**src/rtl/sar_pkg.sv**
```systemverilog
package sar_pkg;
  typedef enum logic [1:0] {
    ST_IDLE,
    ST_SAMPLE,
    ST_CONV
  } seq_state_e;

  localparam int unsigned SMP_RESET = 12;
endpackage

```
**src/rtl/sar_timer.sv**
```systemverilog
module sar_timer #(
  parameter int unsigned CW = 8
) (
  input  logic          clk_i,
  input  logic          rst_ni,
  input  logic          load_i,
  input  logic [CW-1:0] val_i,
  input  logic          run_i,
  output logic          zero_o
);
  logic [CW-1:0] cnt_q;

  always_ff @(posedge clk_i or negedge rst_ni) begin
    if (!rst_ni)                    cnt_q <= '0;
    else if (load_i)                cnt_q <= val_i;
    else if (run_i && cnt_q != '0)  cnt_q <= cnt_q - CW'(1);
  end

  assign zero_o = (cnt_q == '0);

  p_count_down_r4: assert property (@(posedge clk_i) disable iff (!rst_ni)
    (run_i && !load_i && cnt_q != '0) |=> (cnt_q == $past(cnt_q) - CW'(1)));
endmodule

```
**src/rtl/sar_search.sv**
```systemverilog
module sar_search #(
  parameter int unsigned W = 12
) (
  input  logic         clk_i,
  input  logic         rst_ni,
  input  logic         clear_i,
  input  logic         load_i,
  input  logic         step_i,
  input  logic         cmp_i,
  output logic [W-1:0] code_o,
  output logic         last_o,
  output logic [W-1:0] final_o
);
  localparam int unsigned IW = $clog2(W);

  logic [W-1:0]  sar_q;
  logic [IW-1:0] idx_q;

  always_comb begin
    final_o        = sar_q;
    final_o[idx_q] = cmp_i;
  end

  always_ff @(posedge clk_i or negedge rst_ni) begin
    if (!rst_ni) begin
      sar_q <= '0;
      idx_q <= '0;
    end else if (clear_i) begin
      sar_q <= '0;
      idx_q <= '0;
    end else if (load_i) begin
      sar_q <= {1'b1, {(W-1){1'b0}}};
      idx_q <= IW'(W-1);
    end else if (step_i) begin
      sar_q[idx_q] <= cmp_i;
      if (idx_q != '0) begin
        sar_q[idx_q - IW'(1)] <= 1'b1;
        idx_q <= idx_q - IW'(1);
      end
    end
  end

  assign code_o = sar_q;
  assign last_o = (idx_q == '0);

  p_keep_bit_r6: assert property (@(posedge clk_i) disable iff (!rst_ni)
    (step_i && !clear_i && !load_i) |=> (sar_q[$past(idx_q)] == $past(cmp_i)));
  p_next_bit_r6: assert property (@(posedge clk_i) disable iff (!rst_ni)
    (step_i && !clear_i && !load_i && idx_q != '0) |=> sar_q[$past(idx_q) - IW'(1)]);
  p_midscale_r5: assert property (@(posedge clk_i) disable iff (!rst_ni)
    (load_i && !clear_i) |=> (sar_q == {1'b1, {(W-1){1'b0}}}));
endmodule

```
**src/rtl/sar_seq.sv**
```systemverilog
module sar_seq
  import sar_pkg::*;
#(
  parameter int unsigned RES_W = 12,
  parameter int unsigned CH_W  = 5,
  parameter int unsigned SMP_W = 8,
  parameter int unsigned RD_W  = 16
) (
  input  logic             clk_i,
  input  logic             rst_ni,
  input  logic             chan_we_i,
  input  logic [CH_W-1:0]  chan_i,
  input  logic             cfg_we_i,
  input  logic [SMP_W-1:0] smp_time_i,
  input  logic             cont_i,
  input  logic             rd_result_i,
  input  logic             cmp_i,
  output logic [CH_W-1:0]  chan_o,
  output logic             sample_o,
  output logic [RES_W-1:0] dac_code_o,
  output logic             busy_o,
  output logic             done_o,
  output logic [RD_W-1:0]  result_o
);
  localparam logic [CH_W-1:0] CH_OFF = '1;

  seq_state_e       state_q;
  logic [CH_W-1:0]  chan_q;
  logic [SMP_W-1:0] smp_q;
  logic             cont_q;
  logic             done_q;
  logic [RES_W-1:0] result_q;

  logic start, stop, smp_zero, last, finish;
  logic [RES_W-1:0] final_w;

  assign start  = chan_we_i && (chan_i != CH_OFF);
  assign stop   = chan_we_i && (chan_i == CH_OFF);
  assign finish = !chan_we_i && (state_q == ST_CONV) && last;

  always_ff @(posedge clk_i or negedge rst_ni) begin
    if (!rst_ni) begin
      smp_q  <= SMP_W'(SMP_RESET);
      cont_q <= 1'b0;
    end else if (cfg_we_i) begin
      smp_q  <= smp_time_i;
      cont_q <= cont_i;
    end
  end

  always_ff @(posedge clk_i or negedge rst_ni) begin
    if (!rst_ni) begin
      state_q <= ST_IDLE;
      chan_q  <= CH_OFF;
    end else if (stop) begin
      state_q <= ST_IDLE;
      chan_q  <= CH_OFF;
    end else if (start) begin
      state_q <= ST_SAMPLE;
      chan_q  <= chan_i;
    end else begin
      case (state_q)
        ST_SAMPLE: if (smp_zero) state_q <= ST_CONV;
        ST_CONV:   if (last) state_q <= cont_q ? ST_SAMPLE : ST_IDLE;
        default:   state_q <= ST_IDLE;
      endcase
    end
  end

  always_ff @(posedge clk_i or negedge rst_ni) begin
    if (!rst_ni) begin
      done_q   <= 1'b0;
      result_q <= '0;
    end else begin
      if (finish) result_q <= final_w;
      if (start)            done_q <= 1'b0;
      else if (finish)      done_q <= 1'b1;
      else if (rd_result_i) done_q <= 1'b0;
    end
  end

  sar_timer #(.CW(SMP_W)) u_timer (
    .clk_i  (clk_i),
    .rst_ni (rst_ni),
    .load_i (start || (finish && cont_q)),
    .val_i  (smp_q),
    .run_i  (state_q == ST_SAMPLE),
    .zero_o (smp_zero)
  );

  sar_search #(.W(RES_W)) u_search (
    .clk_i   (clk_i),
    .rst_ni  (rst_ni),
    .clear_i (chan_we_i),
    .load_i  (state_q == ST_SAMPLE && smp_zero),
    .step_i  (state_q == ST_CONV),
    .cmp_i   (cmp_i),
    .code_o  (dac_code_o),
    .last_o  (last),
    .final_o (final_w)
  );

  assign chan_o   = chan_q;
  assign sample_o = (state_q == ST_SAMPLE);
  assign busy_o   = (state_q != ST_IDLE);
  assign done_o   = done_q;
  assign result_o = RD_W'(result_q);

  p_start_r2: assert property (@(posedge clk_i) disable iff (!rst_ni)
    start |=> (busy_o && sample_o && chan_o == $past(chan_i)));
  p_off_r3: assert property (@(posedge clk_i) disable iff (!rst_ni)
    stop |=> (!busy_o && chan_o == CH_OFF));
  p_done_src_r8: assert property (@(posedge clk_i) disable iff (!rst_ni)
    $rose(done_o) |-> $past(busy_o));
  p_done_clr_r8: assert property (@(posedge clk_i) disable iff (!rst_ni)
    (rd_result_i && !finish) |=> !done_o);
  p_restart_r11: assert property (@(posedge clk_i) disable iff (!rst_ni)
    (start && busy_o) |=> (!done_o && sample_o));
  p_rearm_r10: assert property (@(posedge clk_i) disable iff (!rst_ni)
    (finish && cont_q) |=> sample_o);
endmodule

```
**config.mk**
```make
export PLATFORM = sky130hd
export DESIGN_NAME = sar_seq
export DESIGN_NICKNAME = d
export VERILOG_FILES = /design/src/rtl/sar_pkg.sv /design/src/rtl/sar_timer.sv /design/src/rtl/sar_search.sv /design/src/rtl/sar_seq.sv
export SDC_FILE = /design/constraint.sdc
export NUM_CORES = 1
export LEC_CHECK = 0
export BUFFER_PORTS_ARGS = -buffer_cell sky130_fd_sc_hd__buf_2
export CORE_ASPECT_RATIO = 0.7
export CORE_UTILIZATION = 50
export CTS_BUF_LIST = sky130_fd_sc_hd__clkbuf_4 sky130_fd_sc_hd__clkbuf_8
export CTS_CLUSTER_DIAMETER = 30
export CTS_CLUSTER_SIZE = 20
export DETAILED_ROUTE_END_ITERATION = 7
export PLACE_DENSITY = 0.76
export SETUP_SLACK_MARGIN = 0.5
export SKIP_LAST_GASP = 1
export SYNTH_ARGS = -nofsm -noshare
export SYNTH_HDL_FRONTEND = slang
export SYNTH_HIERARCHICAL = 1
export SYNTH_SLANG_ARGS = --single-unit
```
**constraint.sdc**
```tcl
create_clock -name clk_i -period 2.7 [get_ports clk_i]
set_clock_uncertainty 0.05 [all_clocks]
set_input_delay 0.27 -clock clk_i [delete_from_list [all_inputs] [get_ports clk_i]]
set_output_delay 0.27 -clock clk_i [all_outputs]
set_load 0.005 [all_outputs]
```
Yosys cells after proc, flatten, opt, wreduce, memory -nomap -nowiden:

Index checks and enable logic that the tools add are counted.

* register bits: 53
* bits in latches: 0
* bits in writable memories: 0
* ROM bits: 0
* input port bits: 20
* output and inout port bits: 36
* logic and storage cells: 71
* memories kept: 0

* $add $sub $neg: 2
* multipliers: 0
* divide/modulo/power cells: 0
* $lt $le $gt $ge: 4
* eq/ne operators: 6
* shift-type cells: 0
* mux-type cells: 26
* bitwise logic cells: 1
* reductions and logical operators: 23

Operators by type and width (count)
* $mux W12: 4
* $mux W4: 4
* $mux W8: 2
* $bwmux W12: 1
* $or A12 B12 Y12: 1
* $lt A4 B5 Y1 const B: 2
* $mux W5: 2
* $logic_and A1 B1 Y1: 9
* $reduce_bool A3 Y1: 3
* $demux W1 S4: 2
* $ge A4 B1 Y1 const B: 2
* $logic_not A8 Y1: 1
* $mux W2: 4
* $ne A4 B4 Y1 const B: 2
* $reduce_bool A8 Y1: 1
* $sub A8 B1 Y8 const B: 1
* $mux W1: 6
* $reduce_bool A2 Y1: 3
* $eq A5 B5 Y1 const B: 1
* $ne A5 B5 Y1 const B: 1
* $logic_not A4 Y1: 1
* $pmux W2 S2: 1
* $reduce_and A2 Y1: 2
* $reduce_bool A4 Y1: 1
* 5 further kinds: 5

Logic depth before layout (Yosys ltp):

* word-level depth: 10
* mapped depth: 12
* mapped depth without buffers: 9

Hierarchy:

The synthesis kept the hierarchy.

By module, submodules not included
* sar_search: times used 1, cells each 148, area an instance 1370.1 um^2, seq. area each 400.4 um^2
* sar_seq: times used 1, cells each 84, area an instance 1270.0 um^2, seq. area each 734.5 um^2
* sar_timer: times used 1, cells each 58, area an instance 528.0 um^2, seq. area each 200.2 um^2

Least setup slack after synthesis:

Ideal clock, no wire load.

* kind: reg-to-reg
* from: register u_search.idx_q[0]
* to: register u_timer.cnt_q[7]
* library setup time: 0.126 ns
* data arrival time: 2.534 ns
* data required time: 2.524 ns
* path slack: -0.010 ns
* stages on the path, launching flop included: 12
* path buffers: 2
* period minus slack after synthesis: 2.710 ns
* path through: dfrtp_1 -> inv_1 -> ha_1 -> nor3b_2 -> nor4bb_4 -> buf_6 -> buf_12 -> nand2_1 -> nand2_1 -> clkinv_1 -> o311a_1 -> a221o_1

* cells in the longest elaborated chain, start to end: 5
* elaborated cells on any way between the ends: 6
* classes of those cells: mux (1); reduce/logical (5)

RTL lines
* start, declared: RTL line sar_search.sv:17 `logic [IW-1:0] idx_q;`
* start signal, assigned: RTL line sar_search.sv:33 `idx_q <= IW'(W-1);`
* start signal, assigned: RTL line sar_search.sv:38 `idx_q <= idx_q - IW'(1);`
* $logic_not A4 Y1 *: RTL line sar_search.sv:44 `assign last_o = (idx_q == '0);`
* via last: RTL line sar_seq.sv:34 `logic start, stop, smp_zero, last, finish;`
* $logic_and A1 B1 Y1 *: RTL line sar_seq.sv:39 `assign finish = !chan_we_i && (state_q == ST_CONV) && last;`
* $logic_and A1 B1 Y1 *: RTL line sar_seq.sv:85 `.load_i (start || (finish && cont_q)),`
* $logic_or A1 B1 Y1 *: RTL line sar_seq.sv:85
* $mux W8 or $reduce_bool A2 Y1 (tied branches)
* end signal, assigned: RTL line sar_timer.sv:15 `else if (load_i) cnt_q <= val_i;`
* end signal, assigned: RTL line sar_timer.sv:16 `else if (run_i && cnt_q != '0) cnt_q <= cnt_q - CW'(1);`
* end, declared: RTL line sar_timer.sv:11 `logic [CW-1:0] cnt_q;`

Mark *: on every way through the listed nets, which the timed path passes. The rest lies on a longest branch.
A chain may end at the register's enable or synchronous reset.

Final worst setup path:

* from: register state_q[0]
* to: register u_timer.cnt_q[3]

* cells in the longest elaborated chain, start to end: 6
* elaborated cells on any way between the ends: 9
* classes of those cells: eq/ne (2); mux (1); reduce/logical (6)

RTL lines
* start, declared: RTL line sar_seq.sv:27 `seq_state_e state_q;`
* start signal, assigned: RTL line sar_seq.sv:64 `ST_CONV: if (last) state_q <= cont_q ? ST_SAMPLE : ST_IDLE;`
* $eq A2 B2 Y1: RTL line sar_seq.sv:39
* $logic_and A1 B1 Y1 (2 in a row): RTL line sar_seq.sv:39
* $logic_and A1 B1 Y1: RTL line sar_seq.sv:85
* $logic_or A1 B1 Y1: RTL line sar_seq.sv:85
* $mux W8 or $reduce_bool A2 Y1 (tied branches)

Parallel ways exist; a longest one is shown, timed or not.

==> impl_metrics.env <==
export IMPL_dpl_cell_area_um2=3470
export IMPL_fill_cells=479
export IMPL_synth_top_cell_by_area="dfrtp_1"
export IMPL_drive_gt1_share_pct=39.2
export IMPL_mostFrequentLayoutCells="buf_2, dfrtp_1, mux2_2"
export IMPL_area_growth_pct=17.4
export IMPL_post_dp_hpwl_mm=5.13
export IMPL_fp_dieW_um=97.1
export IMPL_seq_area_frac_synth_pct=42.1
export IMPL_cts_tree="yes"
export IMPL_clk_pin_slew_ps=100
export IMPL_async_flop_share_pct=100
export IMPL_timing_fmax_ghz=0.479
export IMPL_fin_crit_sh_pct=77.4
export IMPL_io_buffers=51
export IMPL_syn_avg_cell_area_um2=10.9
export IMPL_m1WireLength_mm=3.74
export IMPL_multi_input_area_um2=1730
export IMPL_wl_mm=7.55
export IMPL_leakagePower_nw=1.73
export IMPL_gp_congestion=0.911
export IMPL_critPathArrivalTime_ps=2250
export IMPL_status="finished, final reports clean"
export IMPL_hold_slack_ps=134
export IMPL_critPathMaxFanout=10
export IMPL_vias=2581
export IMPL_post_synth_inst_count=290
export IMPL_period_needed_ps=2090
export IMPL_wl_met2_mm=3.12
export IMPL_start_util_pct=53.4
export IMPL_irDropWorstVdd_mv=0.312
export IMPL_clock_latency_ps=310
export IMPL_cts_max_path_buffers=2
export IMPL_mostFrequentLayoutCell="buf_2"
export IMPL_crit_type="reg -> reg"
export IMPL_seq_area_um2=1340
export IMPL_power_density_nw_per_um2=449
export IMPL_grt_pass1_vias=2240
export IMPL_fin_nets=374
export IMPL_synth_cell_types=64
export IMPL_dr_pass1_iters=5
export IMPL_diodes=0
export IMPL_postLayoutCellArea_um2=3720
export IMPL_worstHoldPathType="in -> reg"
export IMPL_synth_warnings=6
export IMPL_synth_seq_cells=53
export IMPL_wl_per_cell_um=17.9
export IMPL_synth_ff_type="dfrtp_1"
export IMPL_maxSlewViolCount=0
export IMPL_die_area_um2=6660
export IMPL_row_count=23
export IMPL_cts_buffers=5
export IMPL_endpoint_kind="flip-flop"
export IMPL_relSlewSlack_pct=42.1
export IMPL_synth_area_um2=3170
export IMPL_grt_ovfl_total=0
export IMPL_setup_viol=0
export IMPL_core_area_um2=5930
export IMPL_synth_top_area_share_pct=36.3
export IMPL_yosys_top_cells_area="dfrtp_1, mux2_2, dfstp_2, mux2_4, ha_1"
export IMPL_htree_levels=2
export IMPL_rsz0062_at_grt="false"
export IMPL_cp_start_kind="flip-flop"
export IMPL_grt_use_total_pct=23.0
export IMPL_grt_max_degree=33
export IMPL_root_buffer="clkbuf_8"
export IMPL_p_total_mw=1.67
export IMPL_ant_nets=0
export IMPL_grt_pass1_wl_mm=11.9
export IMPL_drtIter0Drc=288
export IMPL_antenna_found_initial=0
export IMPL_max_cap_viol_count=0
export IMPL_fin_tns_setup_ps=0
export IMPL_top_layer="met4"
export IMPL_route_detailed_drc=0
export IMPL_synth_edf_count=0
export IMPL_tightest_slew_ps=860
export IMPL_cts_sinks=53
export IMPL_hold_viol=0
export IMPL_wl_met3_um=579
export IMPL_viasPerCell=6.12
export IMPL_crit_required_ps=2870
export IMPL_num_io_pins=56
export IMPL_die_h_um=68.6
==> cells by family after synthesis <==
| kind of cell | Yosys count | synth area share [%] |
|---|---|---|
| AND/OR/NAND/NOR | 97 | 19.2 |
| flip-flops | 53 | 42.1 |
| AO/OA/AOI/OAI | 51 | 12.0 |
| multiplexers | 47 | 17.4 |
| buffers and inverters | 33 | 6.00 |
| adder cells (fa/ha/maj) | 8 | 3.16 |
| other | 1 | 0.118 |
==> power by group <==
part	switching [mW]	leakage, nW	internal, mW	total [mW]
clock network	0.264	0.0586	0.286	0.550
logic	0.125	0.995	0.104	0.228
registers	0.0465	0.677	0.846	0.892
==> Yosys cell counts, types with 2 or more instances <==
master	instances
nand4b_1	5
a31oi_1	7
nand2b_1	3
or3_1	2
and3_1	2
o31a_1	2
o21ai_0	5
a21oi_1	6
o31ai_1	3
nor2_1	12
inv_1	9
buf_2	6
mux2i_1	9
o21a_1	3
and2_1	4
mux2_2	21
buf_6	2
mux2_1	8
ha_1	8
and3b_1	2
nor2b_1	5
mux2_4	9
nand2_1	17
clkbuf_1	5
nand4_1	14
and4bb_2	2
nand3_1	5
a221o_1	2
nor3_1	4
a22oi_1	2
dfstp_2	7
o211ai_1	2
nor3b_1	4
o221ai_1	7
dfrtp_1	46
buf_4	7
nand3b_1	3
or4_1	3
or2_2	2
==> metal layers <==
metal	vias to the layer above	GRT usage, %
li1	1189	-
met1	1237	36.0
met2	138	31.9
met3	17	4.33
met4	0	5.97
met5	-	0
==> metrics by stage <==
step	setup WS, ps	utilization (%)	cells
6_report	611	62.7	422
5_1_grt	501	62.7	422
4_1_cts	514	61.4	414
3_5_place_dp	321	58.6	404
3_3_place_gp	403	58.6	404
2_1_floorplan	374	-	293
==> cell type report <==
| class | instances | share of cell area (%) |
|---|---|---|
| clock buffers | 6 | 2.05 |
| clock inverters | 2 | 0.942 |
| inverters | 11 | 1.31 |
| multi-input cells | 207 | 46.5 |
| flip-flops and latches | 53 | 36.0 |
| well taps | 75 | 2.52 |
| repair buffers | 68 | 10.7 |
==> flip-flops by register name (all words and copies together), names as in the netlist <==
signal and cells:
cont_q 1, u_timer/cnt_q 8, state_q 2, chan_o 5, done_o 1, u_search/idx_q 4, smp_q 8, u_search/code_o 12
result_q 12
==> worst paths after layout <==
kind | endpoint | start | cells after the start | slack, ps
max | u_timer/cnt_q[3] | state_q[0] | 4 | 610
min in group asynchronous | result_q[10] | rst_ni | 2 | 420
min reg2reg | result_q[2] | result_q[2] | 1 | 440
max reg2reg | u_timer/cnt_q[3] | state_q[0] | 4 | 610
max in group asynchronous | smp_q[3] | rst_ni | 3 | 1540
min | smp_q[1] | smp_time_i[1] | 2 | 130
==> critical path: stages (launching register included) <==
cell and delay, ps:
dfrtp_1 430, nor2b_2 400, or3b_1 490, or4_1 430, o221ai_1 190
==> what timing repair did <==
action                                  CTS  global route
endpoints found under the setup margin   27            15
gates resized for setup                   9             7
pin swaps                                 1             0
endpoints found under the hold margin    18             0
hold buffers                              1             0
gates cloned                              0             0
buffers inserted                          1             8
No activity file was read; power rests on OpenSTA's default activity.
